**src/rtl/banked_mapper.sv**
```systemverilog
module banked_mapper #(
  parameter int PRG_PAGE_W = 5,
  parameter int CHR_PAGE_W = 5,
  parameter bit REG_OUT    = 1'b1
) (
  input  logic                       clk,
  input  logic                       rst_n,
  input  logic [4:0]                 ctl_mode,
  input  logic [4:0]                 ctl_chr_lo,
  input  logic [4:0]                 ctl_chr_hi,
  input  logic [4:0]                 ctl_prg,
  input  logic [14:0]                cpu_addr,
  input  logic [12:0]                ppu_addr,
  output logic [PRG_PAGE_W+13:0]     prg_addr,
  output logic [CHR_PAGE_W+11:0]     chr_addr,
  output logic [1:0]                 mirror_sel,
  output logic                       wram_en
);
  localparam int PRG_AW = PRG_PAGE_W + 14;
  localparam int CHR_AW = CHR_PAGE_W + 12;

  logic [5:0] prg_off, prg_sw, prg_page;
  logic [4:0] chr_page;
  logic [PRG_AW-1:0] prg_nx;
  logic [CHR_AW-1:0] chr_nx;
  logic unused_prg_top;

  assign prg_off = {1'b0, ctl_chr_lo[4], 4'b0000};
  assign prg_sw  = {2'b00, ctl_prg[3:0]} + prg_off;

  always_comb begin
    if (!ctl_mode[3])
      prg_page = prg_sw + {5'b0, cpu_addr[14]};
    else if (ctl_mode[2])
      prg_page = cpu_addr[14] ? prg_off + 6'd15 : prg_sw;
    else
      prg_page = cpu_addr[14] ? prg_sw : prg_off;
  end

  assign chr_page = ctl_mode[4] ? (ppu_addr[12] ? ctl_chr_hi : ctl_chr_lo)
                                : {ctl_chr_lo[4:1], ppu_addr[12]};

  assign prg_nx = {prg_page[PRG_PAGE_W-1:0], cpu_addr[13:0]};
  assign chr_nx = {chr_page[CHR_PAGE_W-1:0], ppu_addr[11:0]};
  assign unused_prg_top = ^prg_page;

  generate
    if (REG_OUT) begin : g_reg
      always_ff @(posedge clk or negedge rst_n) begin
        if (!rst_n) begin
          prg_addr   <= '0;
          chr_addr   <= '0;
          mirror_sel <= 2'b00;
          wram_en    <= 1'b0;
        end else begin
          prg_addr   <= prg_nx;
          chr_addr   <= chr_nx;
          mirror_sel <= ctl_mode[1:0];
          wram_en    <= ~ctl_prg[4];
        end
      end


      offset_pass_chk: assert property (@(posedge clk) disable iff (!rst_n)
        $past(rst_n) |-> prg_addr[13:0] == $past(cpu_addr[13:0]));


      chr_half_chk: assert property (@(posedge clk) disable iff (!rst_n)
        ($past(rst_n) && !$past(ctl_mode[4])) |-> chr_addr[12] == $past(ppu_addr[12]));


      wram_chk: assert property (@(posedge clk) disable iff (!rst_n)
        $past(rst_n) |-> wram_en != $past(ctl_prg[4]));


      fixed_high_chk: assert property (@(posedge clk) disable iff (!rst_n)
        ($past(rst_n) && $past(ctl_mode[3:2]) == 2'b11 && $past(cpu_addr[14]))
          |-> prg_addr[17:14] == 4'hF);


      fixed_low_chk: assert property (@(posedge clk) disable iff (!rst_n)
        ($past(rst_n) && $past(ctl_mode[3:2]) == 2'b10 && !$past(cpu_addr[14]))
          |-> prg_addr[17:14] == 4'h0);


      mirror_chk: assert property (@(posedge clk) disable iff (!rst_n)
        $past(rst_n) |-> mirror_sel == $past(ctl_mode[1:0]));
    end else begin : g_comb
      assign prg_addr   = prg_nx;
      assign chr_addr   = chr_nx;
      assign mirror_sel = ctl_mode[1:0];
      assign wram_en    = ~ctl_prg[4];
    end
  endgenerate
endmodule

```
**config.mk**
```make
export PLATFORM = sky130hd
export DESIGN_NAME = banked_mapper
export DESIGN_NICKNAME = d
export VERILOG_FILES = /design/src/rtl/banked_mapper.sv
export SDC_FILE = /design/constraint.sdc
export NUM_CORES = 1
export LEC_CHECK = 0
export CAP_MARGIN = 20
export CORE_UTILIZATION = 25
export CTS_CLUSTER_DIAMETER = 60
export CTS_CLUSTER_SIZE = 8
export DETAILED_ROUTE_END_ITERATION = 8
export DONT_BUFFER_PORTS = 1
export GPL_TIMING_DRIVEN = 0
export PLACE_DENSITY = 0.41
export SETUP_SLACK_MARGIN = 0.05
export SLEW_MARGIN = 20
export SYNTH_ARGS = -nofsm -noshare
export SYNTH_HDL_FRONTEND = slang
export SYNTH_SLANG_ARGS = --single-unit
```
**constraint.sdc**
```tcl
create_clock -name clk -period 0.9 [get_ports clk]
set_clock_uncertainty 0.2 [all_clocks]
set_input_delay 0.18 -clock clk [delete_from_list [all_inputs] [get_ports clk]]
set_output_delay 0.18 -clock clk [all_outputs]
set_load 0.01 [all_outputs]
```
; ---- After elaboration in Yosys (flattened, before gate mapping)
; Cells that the tools add are included.
[op_classes]
add_sub_neg = 3
mux = 6
bitwise_logic = 1
[ops]
columns = cell, n
row1 = $mux W5, 6
row2 = $add A4 B5 Y5, 1
row3 = $add A5 B1 Y5, 1
row4 = $add A5 B4 Y5 const B, 1
row5 = $not A1 Y1, 1
[word_totals]
reg_bits = 39
inputBits = 50
out_inout_bits = 39
wordCells = 14

; ---- Depth between registers and ports, before layout
[depth]
word_depth = 4
depth_mapped = 4
ltp_nobuf = 4

; ---- Least setup slack after synthesis
; OpenSTA, ideal clock, no wires.
[synth_path]
path_kind = input to register
startpoint = in ctl_prg[0]
endpoint = reg prg_addr[15]
setup_time_ps = 125
arrival_ps = 901
setup_slack_ps = -326
path_stages = 3
path_buffers = 0
cell_sequence = ha_1 > ha_1 > mux2_4
[synth_between]
elab_chain_len = 4
elab_cells_between_ends = 6
classes_between = add/sub (2) / mux (4)
[synth_rtl]
columns = element, line
row1 = "start, declared", 11  ; input logic [4:0] ctl_prg,
row2 = $add A4 B5 Y5 *, 29  ; assign prg_sw = {2'b00, ctl_prg[3:0]} + prg_off;
row3 = "parallel branches: the longest is 2 deep, another holds $add A5 B1 Y5", --
row4 = $mux W5 *, 32  ; if (!ctl_mode[3])
row5 = named net prg_page[1], 22  ; logic [5:0] prg_off, prg_sw, prg_page;
row6 = "end signal, assigned", 56  ; prg_addr <= prg_nx;
row7 = "end, declared", 14  ; output logic [PRG_PAGE_W+13:0] prg_addr,
; Mark *: on every way through the listed nets, which the timed path passes.

; ---- Worst setup path after layout
[layout_path]
startpoint = reg prg_addr[7]
endpoint = out prg_addr[7]
; No word-level cell between the ends.

==> impl_metrics.tcl <==
set metrics [dict create \
    status "finished with violations" \
    violations "hold timing, setup timing" \
    antenna_found_initial 0 \
    synth_warnings 0 \
    crit_path_end_kind "output port" \
    synth-main-ff-cell "dfrtp_1" \
    fp.dieH_um 71.7 \
    place_congestion 0.618 \
    nNetsFinal 159 \
    stdcell_count 159 \
    worstPathRequired_ns 0.52 \
    p_sw_uw 668 \
    crit_fanout 1 \
    rows 24 \
    place_area_mm2 0.00136 \
    initial_utilization_pct 27.0 \
    rsz0062_at_grt "yes" \
    synth.most_common_cell "dfrtp_1" \
    ioPinCount 89 \
    p_seq_share_pct 57.8 \
    die_w_um 71.7 \
    p_clk_share_pct 35.8 \
    synth_edf_count 0 \
    synth.area.top_cells "dfrtp_1 80%, mux2_2 4.6%, ha_1 3.1%" \
    dpl.cell_count 122 \
    hold_viol 49 \
    max_freq_mhz 927 \
    wl_per_cell_um 14.2 \
    report.final.slew_viol_count 0 \
    grt_pass1_vias 665 \
    io_buffers 0 \
    hp-class "in2async" \
    comb_power_share_pct 6.3 \
    post-dp-hpwl_um 1540 \
    wl_um 2260 \
    htree_num_levels 2 \
    async_reset_ff_share_pct 100 \
    drtPass1Iterations 4 \
    synth.avg_cell_area_um2 17.4 \
    cts_tree "done" \
    netlist_instances 70 \
    layout_min_cycle_time_ns 1.08 \
    synth_seq_cells 39 \
    drv_cap 0 \
    drc 0 \
    grt_usage_pct 8.54 \
    fin_crit_sh_pct 120 \
    critPathLaunchType "flop" \
    drtAntennaViolNets 0 \
    root_buffer "clkbuf_8" \
    syn2layout_area_growth_pct 43.7 \
    synth_top_area_share_pct 80.3 \
    via_per_inst 4.21 \
    ys_types 16 \
    setup_viol 39 \
    cts_buffer_depth 2 \
    clk_pin_slew_worst_paths_ns 0.07 \
    setup_ws_ns -0.179 \
    max_slew_margin_pct 90.0 \
    p_leak_uw 0.000757 \
    netlist.top_cell.by_area "dfrtp_1" \
    drtIter0Drc 13 \
    peakVddDrop_mv 0.490 \
    p_per_area_mw_per_mm2 1940 \
    drive_gt1_share_pct 17.8 \
    p_total_uw 3390 \
    crit_type "reg2out" \
    fin_area_mm2 0.00175 \
    overflow 0 \
    n_antenna_cell 0 \
    hold_buffers 29 \
    cts_made_buffers 5 \
    grt_pass1_wl_um 3130 \
    switching_share_pct 19.7 \
    synthesis.nets 123 \
    whs_ns -0.612 \
    worst_slew_pin_slew_ns 0.149 \
    cp.arrival_ns 0.70 \
    fp.dieArea_mm2 0.00514 \
    dpl_worst_slack_ns -0.228 \
    post_cts_buffers 0 \
    grt_max_degree 40 \
    internal_power_uw 2720 \
    syn-cell-area_mm2 0.00121 \
    cts.sinks 39 \
    synth_commonest_cells "39 x dfrtp_1, 5 x mux2_2, 4 x inv_1" \
    dr_total_vias 669 \
    ys_seq_area_share_pct 80.3 \
    core_mm2 0.00450 \
]
==> cells in the final DEF (no fill, tap or decap), drive strengths merged <==
cell	synthesis	final
clkbuf	0	8
inv	4	4
nand3	1	1
mux2	6	6
nand4b	1	1
xnor2	3	3
maj3	2	2
ha	3	3
o21ai	2	2
o21a	1	1
a21oi	3	3
nor2	2	2
dlygate4sd3	0	29
dfrtp	39	39
nand2	2	2
a31oi	1	1
==> timing repair <==
item	CTS	global route
resized for setup	0	0
endpoints found under the setup margin	39	39
cloned	0	0
endpoints found under the hold margin	78	49
==> registers in the layout, summed over array words and instances, names as in the netlist <==
signal      count
prg_addr       19
chr_addr       17
mirror_sel      2
wram_en         1
==> worst paths after layout <==
path | end | startpoint | depth (start not counted) | slack [ns]
min in group clk | prg_addr[16] | ctl_mode[3] | 1 | -0.22
max in group asynchronous | prg_addr[8] | rst_n | 0 | 1.03
max | prg_addr[7] | prg_addr[7] | 0 | -0.18
min | prg_addr[16] | rst_n | 0 | -0.61
==> per-stage QoR <==
stage	hold WS (ns)	setup TNS, ns	utilization [%]
2_1_floorplan	-0.316	-0.559	-
3_3_place_gp	-0.315	-0.732	30.1
3_5_place_dp	-0.315	-0.768	30.1
4_1_cts	-0.628	-6.89	38.8
5_1_grt	-0.639	-7.50	38.8
6_report	-0.612	-6.27	38.8
==> power by group through the flow <==
stage | Sequential [uW] | Combinational [uW] | Clock, uW
floorplan | 1980 | 102 | 0
global placement | 1990 | 112 | 0
detailed placement | 1990 | 116 | 0
CTS | 1960 | 218 | 1270
global route | 1970 | 234 | 1350
finish | 1960 | 215 | 1210
==> area by class of cell <==
type                            count  area, um2
Timing Repair Buffer               29        290
Sequential cell                    39        976
Fill cell                         418       2760
Tap cell                           52       65.1
Clock buffer                        8        100
Inverter                            4       17.5
Multi-Input combinational cell     27        297
==> logic make-up (layout without fill, tap and decap cells) <==
group	Yosys count	count (layout)	synth area share (%)
buf+inv	4	41	1.24
flops	39	39	80.3
simple gates	6	6	2.37
mux	6	6	5.87
compound gates	7	7	3.19
xor+xnor	3	3	2.16
fa+ha+maj	5	5	4.84
==> per-layer routing <==
metal / wire length, um / GRT usage (%)
met2: 1150 / 14.6
met4: 14 / 5.88
met5: 0 / 0
met1: 776 / 6.82
met3: 314 / 6.05
(Power assumes the default switching activity.)
